<file path="src/rtl/dram_seq_pkg.sv">
package dram_seq_pkg;
    typedef enum logic [2:0] {
        ST_PWRUP, ST_IDLE, ST_CBR_CSR, ST_CBR_RAS,
        ST_ROR_RAS, ST_RD_ROW, ST_RD_COL, ST_PRE
    } seq_st_e;

    typedef enum logic [1:0] {K_INIT, K_ENTER, K_EXIT, K_READ} seq_kind_e;

    localparam logic [1:0] OP_ENTER    = 2'd0;
    localparam logic [1:0] OP_READ     = 2'd1;
    localparam logic [1:0] OP_EXIT_CBR = 2'd2;
    localparam logic [1:0] OP_EXIT_ROR = 2'd3;
endpackage

</file>
<file path="src/rtl/dram_seq_timer.sv">
module dram_seq_timer #(
    parameter int CNT_W   = 16,
    parameter int RST_VAL = 0
) (
    input  logic             clk,
    input  logic             rst_n,
    input  logic             load,
    input  logic [CNT_W-1:0] load_val,
    output logic             zero
);
    logic [CNT_W-1:0] cnt_d, cnt_q;

    always_comb begin
        cnt_d = cnt_q;
        if (load)
            cnt_d = load_val;
        else if (cnt_q != '0)
            cnt_d = cnt_q - 1'b1;
    end

    always_ff @(posedge clk or negedge rst_n) begin
        if (!rst_n) cnt_q <= CNT_W'(RST_VAL);
        else        cnt_q <= cnt_d;
    end

    assign zero = (cnt_q == '0);


    load_when_expired_chk: assert property (@(posedge clk) disable iff (!rst_n)
        load |-> zero);
endmodule

</file>
<file path="src/rtl/dram_seq_fsm.sv">
module dram_seq_fsm
    import dram_seq_pkg::*;
#(
    parameter int ROW_W       = 11,
    parameter int COL_W       = 10,
    parameter int CNT_W       = 16,
    parameter int INIT_CYCLES = 8,
    parameter int T_CSR       = 1,
    parameter int T_RAS       = 6,
    parameter int T_RP        = 4,
    parameter int T_RCD       = 3,
    parameter int T_COL       = 3
) (
    input  logic             clk,
    input  logic             rst_n,
    input  logic             cmd_valid,
    input  logic [1:0]       cmd_op,
    input  logic [ROW_W-1:0] cmd_row,
    input  logic [COL_W-1:0] cmd_col,
    input  logic             dq_in,
    input  logic             tmr_zero,
    output logic             tmr_load,
    output logic [CNT_W-1:0] tmr_val,
    output seq_st_e          st,
    output seq_kind_e        kind,
    output logic [ROW_W-1:0] row,
    output logic [COL_W-1:0] col,
    output logic             test_active,
    output logic             result_valid,
    output logic             result_pass
);
    localparam int INIT_W = $clog2(INIT_CYCLES + 1);

    typedef struct packed {
        seq_st_e          st;
        seq_kind_e        kind;
        logic [INIT_W-1:0] init_cnt;
        logic             test;
        logic             pass;
        logic             rv;
        logic [ROW_W-1:0] row;
        logic [COL_W-1:0] col;
    } fsm_t;

    fsm_t d, q;

    always_comb begin
        d        = q;
        d.rv     = 1'b0;
        tmr_load = 1'b0;
        tmr_val  = '0;
        if (tmr_zero) begin
            case (q.st)
                ST_PWRUP: begin
                    d.st = ST_CBR_CSR; d.kind = K_INIT;
                    tmr_load = 1'b1; tmr_val = CNT_W'(T_CSR - 1);
                end
                ST_IDLE: if (cmd_valid) begin
                    case (cmd_op)
                        OP_ENTER: begin
                            d.st = ST_CBR_CSR; d.kind = K_ENTER;
                            tmr_load = 1'b1; tmr_val = CNT_W'(T_CSR - 1);
                        end
                        OP_READ: if (q.test) begin
                            d.st = ST_RD_ROW; d.kind = K_READ;
                            d.row = cmd_row; d.col = cmd_col;
                            tmr_load = 1'b1; tmr_val = CNT_W'(T_RCD - 1);
                        end
                        OP_EXIT_CBR: begin
                            d.st = ST_CBR_CSR; d.kind = K_EXIT;
                            tmr_load = 1'b1; tmr_val = CNT_W'(T_CSR - 1);
                        end
                        default: begin
                            d.st = ST_ROR_RAS; d.kind = K_EXIT;
                            d.row = cmd_row; d.test = 1'b0;
                            tmr_load = 1'b1; tmr_val = CNT_W'(T_RAS - 1);
                        end
                    endcase
                end
                ST_CBR_CSR: begin
                    d.st = ST_CBR_RAS;
                    if (q.kind == K_ENTER) d.test = 1'b1;
                    if (q.kind == K_EXIT)  d.test = 1'b0;
                    tmr_load = 1'b1; tmr_val = CNT_W'(T_RAS - 1);
                end
                ST_CBR_RAS, ST_ROR_RAS: begin
                    d.st = ST_PRE;
                    tmr_load = 1'b1; tmr_val = CNT_W'(T_RP - 1);
                end
                ST_RD_ROW: begin
                    d.st = ST_RD_COL;
                    tmr_load = 1'b1; tmr_val = CNT_W'(T_COL - 1);
                end
                ST_RD_COL: begin
                    d.st = ST_PRE; d.pass = dq_in; d.rv = 1'b1;
                    tmr_load = 1'b1; tmr_val = CNT_W'(T_RP - 1);
                end
                default: begin
                    if (q.kind == K_INIT && q.init_cnt != INIT_W'(INIT_CYCLES - 1)) begin
                        d.init_cnt = q.init_cnt + 1'b1;
                        d.st = ST_CBR_CSR;
                        tmr_load = 1'b1; tmr_val = CNT_W'(T_CSR - 1);
                    end else begin
                        d.st = ST_IDLE;
                    end
                end
            endcase
        end
    end

    always_ff @(posedge clk or negedge rst_n) begin
        if (!rst_n) begin
            q.st       <= ST_PWRUP;
            q.kind     <= K_INIT;
            q.init_cnt <= '0;
            q.test     <= 1'b0;
            q.pass     <= 1'b0;
            q.rv       <= 1'b0;
            q.row      <= '0;
            q.col      <= '0;
        end else begin
            q <= d;
        end
    end

    assign st           = q.st;
    assign kind         = q.kind;
    assign row          = q.row;
    assign col          = q.col;
    assign test_active  = q.test;
    assign result_valid = q.rv;
    assign result_pass  = q.pass;


    init_count_bound_chk: assert property (@(posedge clk) disable iff (!rst_n)
        q.init_cnt < INIT_W'(INIT_CYCLES));
endmodule

</file>
<file path="src/rtl/dram_seq_pins.sv">
module dram_seq_pins
    import dram_seq_pkg::*;
#(
    parameter int ROW_W      = 11,
    parameter int COL_W      = 10,
    parameter int ADDR_W     = 11,
    parameter int COL_DC_BIT = 9
) (
    input  seq_st_e           st,
    input  seq_kind_e         kind,
    input  logic [ROW_W-1:0]  row,
    input  logic [COL_W-1:0]  col,
    output logic              ras_n,
    output logic              cas_n,
    output logic              we_n,
    output logic [ADDR_W-1:0] addr
);
    logic [COL_W-1:0] col_m;

    generate
        if (COL_DC_BIT < COL_W) begin : g_mask
            always_comb begin
                col_m = col;
                col_m[COL_DC_BIT] = 1'b0;
            end
        end else begin : g_nomask
            assign col_m = col;
        end
    endgenerate

    always_comb begin
        ras_n = !(st inside {ST_CBR_RAS, ST_ROR_RAS, ST_RD_ROW, ST_RD_COL});
        cas_n = !(st inside {ST_CBR_CSR, ST_CBR_RAS, ST_RD_COL});
        we_n  = !((st inside {ST_CBR_CSR, ST_CBR_RAS}) && kind == K_ENTER);
        case (st)
            ST_ROR_RAS, ST_RD_ROW: addr = ADDR_W'(row);
            ST_RD_COL:             addr = ADDR_W'(col_m);
            default:               addr = '0;
        endcase
    end
endmodule

</file>
<file path="src/rtl/dram_init_seq.sv">
module dram_init_seq
    import dram_seq_pkg::*;
#(
    parameter int CLK_PERIOD_NS = 8,
    parameter int PWRUP_US      = 200,
    parameter int INIT_CYCLES   = 8,
    parameter int T_CSR         = 1,
    parameter int T_RAS         = 6,
    parameter int T_RP          = 4,
    parameter int T_RCD         = 3,
    parameter int T_CAC         = 2,
    parameter int TEST_XTRA_NS  = 5,
    parameter int ROW_W         = 11,
    parameter int COL_W         = 10,
    parameter int COL_DC_BIT    = 9,
    localparam int ADDR_W       = (ROW_W > COL_W) ? ROW_W : COL_W
) (
    input  logic              clk,
    input  logic              rst_n,
    input  logic              cmd_valid,
    input  logic [1:0]        cmd_op,
    input  logic [ROW_W-1:0]  cmd_row,
    input  logic [COL_W-1:0]  cmd_col,
    input  logic              dq_in,
    output logic              ras_n,
    output logic              cas_n,
    output logic              we_n,
    output logic [ADDR_W-1:0] addr,
    output logic              ready,
    output logic              busy,
    output logic              test_active,
    output logic              result_valid,
    output logic              result_pass
);
    localparam int T_XTRA    = (TEST_XTRA_NS + CLK_PERIOD_NS - 1) / CLK_PERIOD_NS;
    localparam int T_COL     = T_CAC + T_XTRA;
    localparam int PWRUP_CYC = (PWRUP_US * 1000) / CLK_PERIOD_NS;
    localparam int MAX_LOAD  = (PWRUP_CYC > T_RAS + T_COL + T_RP + T_RCD) ?
                               PWRUP_CYC : (T_RAS + T_COL + T_RP + T_RCD);
    localparam int CNT_W     = $clog2(MAX_LOAD + 1);
    localparam int HI_W      = $clog2(T_RP + 1);

    logic             tmr_load, tmr_zero;
    logic [CNT_W-1:0] tmr_val;
    seq_st_e          st;
    seq_kind_e        kind;
    logic [ROW_W-1:0] row;
    logic [COL_W-1:0] col;

    dram_seq_timer #(.CNT_W(CNT_W), .RST_VAL(PWRUP_CYC - 1)) tmr_i (
        .clk(clk), .rst_n(rst_n), .load(tmr_load), .load_val(tmr_val), .zero(tmr_zero)
    );

    dram_seq_fsm #(
        .ROW_W(ROW_W), .COL_W(COL_W), .CNT_W(CNT_W), .INIT_CYCLES(INIT_CYCLES),
        .T_CSR(T_CSR), .T_RAS(T_RAS), .T_RP(T_RP), .T_RCD(T_RCD), .T_COL(T_COL)
    ) fsm_i (
        .clk(clk), .rst_n(rst_n), .cmd_valid(cmd_valid), .cmd_op(cmd_op),
        .cmd_row(cmd_row), .cmd_col(cmd_col), .dq_in(dq_in), .tmr_zero(tmr_zero),
        .tmr_load(tmr_load), .tmr_val(tmr_val), .st(st), .kind(kind), .row(row),
        .col(col), .test_active(test_active), .result_valid(result_valid),
        .result_pass(result_pass)
    );

    dram_seq_pins #(
        .ROW_W(ROW_W), .COL_W(COL_W), .ADDR_W(ADDR_W), .COL_DC_BIT(COL_DC_BIT)
    ) pins_i (
        .st(st), .kind(kind), .row(row), .col(col),
        .ras_n(ras_n), .cas_n(cas_n), .we_n(we_n), .addr(addr)
    );

    assign ready = (st == ST_IDLE);
    assign busy  = !ready;

    logic [HI_W-1:0] hi_cnt_d, hi_cnt_q;

    always_comb begin
        hi_cnt_d = '0;
        if (ras_n) hi_cnt_d = (hi_cnt_q == HI_W'(T_RP)) ? hi_cnt_q : hi_cnt_q + 1'b1;
    end

    always_ff @(posedge clk or negedge rst_n) begin
        if (!rst_n) hi_cnt_q <= '0;
        else        hi_cnt_q <= hi_cnt_d;
    end


    precharge_min_chk: assert property (@(posedge clk) disable iff (!rst_n)
        $fell(ras_n) |-> hi_cnt_q >= HI_W'(T_RP));


    strobe_skew_chk: assert property (@(posedge clk) disable iff (!rst_n)
        $fell(ras_n) |-> $stable(cas_n));


    test_entry_chk: assert property (@(posedge clk) disable iff (!rst_n)
        $rose(test_active) |-> (!ras_n && !cas_n && !we_n));


    test_exit_chk: assert property (@(posedge clk) disable iff (!rst_n)
        $fell(test_active) |-> ($fell(ras_n) && we_n));


    result_after_cas_chk: assert property (@(posedge clk) disable iff (!rst_n)
        result_valid |-> $past(!cas_n));


    busy_start_chk: assert property (@(posedge clk) disable iff (!rst_n)
        $rose(busy) |-> $past(cmd_valid));


    read_off_ignored_chk: assert property (@(posedge clk) disable iff (!rst_n)
        (ready && cmd_valid && cmd_op == OP_READ && !test_active) |=> ready);
endmodule

</file>
<file path="config.mk">
export PLATFORM = sky130hd
export DESIGN_NAME = dram_init_seq
export DESIGN_NICKNAME = d
export VERILOG_FILES = /design/src/rtl/dram_seq_pkg.sv /design/src/rtl/dram_seq_timer.sv /design/src/rtl/dram_seq_fsm.sv /design/src/rtl/dram_seq_pins.sv /design/src/rtl/dram_init_seq.sv
export SDC_FILE = /design/constraint.sdc
export NUM_CORES = 1
export LEC_CHECK = 0
export ABC_CLOCK_PERIOD_IN_PS = 2550
export BUFFER_PORTS_ARGS = -buffer_cell sky130_fd_sc_hd__buf_2
export CORE_MARGIN = 5
export CORE_UTILIZATION = 25
export CTS_CLUSTER_DIAMETER = 60
export CTS_CLUSTER_SIZE = 16
export DETAILED_ROUTE_END_ITERATION = 10
export GPL_ROUTABILITY_DRIVEN = 0
export MAX_ROUTING_LAYER = met4
export PLACE_DENSITY = 0.39
export RECOVER_POWER = 50
export SYNTH_ARGS = -nofsm -noshare
export SYNTH_HDL_FRONTEND = slang
export SYNTH_SLANG_ARGS = --single-unit
</file>
<file path="constraint.sdc">
create_clock -name clk -period 2.55 [get_ports clk]
set_input_delay 0.51 -clock clk [delete_from_list [all_inputs] [get_ports clk]]
set_output_delay 0.51 -clock clk [all_outputs]
set_load 0.02 [all_outputs]
</file>
==> metrics.txt <==
Setup Viol. Count Final=0; clk sinks=47; leading cell types in the layout, fill and taps excluded=buf_2 (40), dfrtp_1 (39), mux2_2 (16); Seq. cell area=0.00119 mm^2; first-pass GRT wire length=10,400 um; post-layout min period=2.29 ns; total net switching power=291 uW; Ports=46; maximum clock rate=436 MHz; largest net degree at the start of global routing=31; largest family of logic cells by synthesized area=simple AND/OR/NAND/NOR gates; RR Endpoint=fsm_i.row[8]$_DFFE_PN0P_; sw frac=0.224; core area=0.0102 mm^2; Worst slew margin=0.0765; asr flop ratio synth=1.00; Skew-Pair Late Insertion Delay=0.30 ns; Top cell by count, worst path=nor2b_1; leak pwr=1.39 nW; Slowest-stage cell, CP=nor2b_1; Peak supply drop=0.194 mV; gr ovfl total=0; placement row count=37; Combinational Power Share=0.034; Design Area, Final=0.00307 mm^2; CP Launch Type=flip-flop; Post-Synthesis Cells=232; drt wl/cell=14.7 um; Critical Path RT=2.04 ns; syn nets=262; die width=111 um; min-delay worst type=input pin to flip-flop; hold_buf cts=0; Num CTS Buffers=5; htree depth=2; Largest stage delay, worst path=0.38 ns; critical path type=flip-flop to output pin; Post-synth top flop=dfrtp_1; Synth warnings=0; Arr. time, crit path=1.78 ns; commonest non-fill, non-tap cell in the layout=buf_2; PnR worst setup slack=0.256 ns; Diodes inserted=0; Iteration-0 DRC Markers=55; max cap viols=0; Clk pwr share=0.393; Layout Skew=0.0101 ns; CP endpoint kind=output pin; HP Start=cmd_row[8]; Setup Buffers After CTS=0; critical-path cell list=buf_4, nor2b_1, a21oi_1, nor2b_1, buf_2; Post-DRT Antenna Nets=0; # resized after CTS=0; pre-CTS setup slack=0.450 ns; vias in the first global route=2,013; Syn-to-layout area delta=19.1%; initial antenna violation count=0; Pint=1.01 mW; Post-Synth Simple-Gate Area=0.218; Slew Viols, Final=0; RSZ-0062 raised after global routing=false; NumNets Final=311; RR Startpoint=tmr_i.cnt_q[0]$_DFFE_PN1P_; Die H=111 um; Synth Area in Adders=0.0146; hold path endpoint=fsm_i.row[8]$_DFFE_PN0P_; Worst Hold Depth=2; Slew @ Worst Pin=1.39 ns; drt via density=4.53; Finished Layout Cells=418; Port Buf Inserts=44; DIE AREA=0.0124 mm^2; Reg clk slew, reported paths=0.09 ns; TritonCTS clock tree=built; period utilization=0.900; Max Fanout on Critical Path=30; synthesized area=0.00257 mm^2; EDFF count, synth=0; complex-gate fraction of the synthesized area=0.0826; clock root buffer=clkbuf_8; DR pass1 iterations=4; status=finished clean; clock tree buffer depth=2; footprint of the multi-input gates=0.00128 mm^2; mux contribution to synthesized area=0.136; Synth Area in XOR/XNOR=0.0442; setup TNS=0 ns; Initial Utilization=0.253; Cell Pwr Density=424 mW/mm^2; via count=1,892; DRC Markers=0; final wirelength=6140 um; sequential share of power=0.573; post-synthesis register bit count=47; Pwr Total=1.30 mW; count of cell types in the netlist=53; Post-Place Cells=410; placed cell areas=0.00298 mm^2; fillers=1,116; placed wire-length estimate=4330 um; ratio of cells with drive above 1 in the final layout=0.358; r2r setup slk=0.43 ns; Mapped Avg Cell Area=11.1 um^2; final hold vios=0; total track usage=0.105; Reg2Reg Depth=6; register area share after synthesis=0.461
## cell usage after synthesis (2+ instances only)
| cell | number | area share |
|---|---|---|
| nand3_1 | 7 | 0.014 |
| mux2_4 | 10 | 0.058 |
| mux2i_1 | 2 | 0.0078 |
| a21oi_1 | 9 | 0.017 |
| xnor2_1 | 8 | 0.027 |
| nor4_4 | 2 | 0.017 |
| o22ai_1 | 8 | 0.019 |
| dfrtp_1 | 39 | 0.38 |
| nor4_1 | 3 | 0.0073 |
| ha_1 | 3 | 0.015 |
| or3b_1 | 2 | 0.0068 |
| and3b_1 | 2 | 0.0068 |
| and2_1 | 7 | 0.017 |
| clkbuf_1 | 7 | 0.010 |
| inv_1 | 13 | 0.019 |
| o21ai_0 | 5 | 0.0097 |
| o211ai_1 | 2 | 0.0058 |
| nand2b_1 | 2 | 0.0049 |
| nor2b_1 | 8 | 0.019 |
| nand4_1 | 4 | 0.0097 |
| mux2_2 | 16 | 0.070 |
| and3_1 | 2 | 0.0049 |
| nand4b_1 | 5 | 0.017 |
| nand2_1 | 13 | 0.019 |
| dfstp_2 | 8 | 0.082 |
| xor2_1 | 5 | 0.017 |
| nor3_1 | 2 | 0.0039 |
| nor2_1 | 13 | 0.019 |
## routing by layer
| metal | up-vias | part of all wire | track usage |
|---|---|---|---|
| li1 | 923 | - | - |
| met1 | 930 | 0.50 | 0.142 |
| met2 | 35 | 0.46 | 0.163 |
| met3 | 4 | 0.033 | 0.0201 |
| met4 | 0 | 0.0059 | 0.0219 |
| met5 | - | 0 | - |
## worst max-delay path, delay by kind of cell, from the launching register on
family | cells | cell delay [ns]
AO/OA/AOI/OAI | 1 | 0.12
buffers and inverters | 2 | 0.49
flip-flops | 1 | 0.36
AND/OR/NAND/NOR | 2 | 0.51
## cell type report
cell class	instances	share of cell area
clock inverter	1	0.00245
multi-input combinational	161	0.416
inverter	13	0.0159
clock buffer	7	0.0314
timing repair buffer	53	0.0914
sequential	47	0.387
tap	136	0.0555
## worst max path at each step
stage          depth (start not counted)  slack (ns)                        from                  endpoint
3_3_place_gp                           6        0.47  tmr_i.cnt_q[0]$_DFFE_PN1P_  fsm_i.row[8]$_DFFE_PN0P_
4_1_cts                                5        0.21     fsm_i.st[1]$_DFFE_PN0P_                   addr[6]
6_report                               5        0.26     fsm_i.st[1]$_DFFE_PN0P_                   addr[6]
2_1_floorplan                          8        0.46  tmr_i.cnt_q[0]$_DFFE_PN1P_  fsm_i.row[0]$_DFFE_PN0P_
3_5_place_dp                           6        0.45  tmr_i.cnt_q[0]$_DFFE_PN1P_  fsm_i.row[8]$_DFFE_PN0P_
5_1_grt                                5        0.07     fsm_i.st[1]$_DFFE_PN0P_                   addr[6]
## sequential cells by signal, summed over array words and instances (netlist names), 2 cells and up
name	count
fsm_i.col	9
fsm_i.kind	2
fsm_i.q	4
fsm_i.row	11
fsm_i.st	3
tmr_i.cnt_q	15
## metrics by stage
| stage | util | hold WS, ns |
|---|---|---|
| 6_report | 0.301 | 0.437 |
| 5_1_grt | 0.301 | 0.420 |
| 4_1_cts | 0.303 | 0.234 |
| 3_5_place_dp | 0.293 | 0.453 |
| 3_3_place_gp | 0.293 | 0.448 |
| 2_1_floorplan | - | 0.214 |
## power by group through the flow
stage               Clock [mW]  Sequential [mW]  Combinational (mW)
floorplan                    0            0.760             0.00501
global placement             0            0.760              0.0493
detailed placement           0            0.760              0.0496
CTS                      0.542            0.745              0.0501
global route             0.561            0.746              0.0517
finish                   0.511            0.745              0.0442
## logic make-up (layout without fill, tap and decap cells)
logic type,count (synthesis),after routing
simple gates,84,84
flops,47,47
compound gates,33,33
xor+xnor,13,13
buf+inv,24,74
fa+ha+maj,3,3
mux,28,28
No activity file was read; power rests on OpenSTA's default activity.
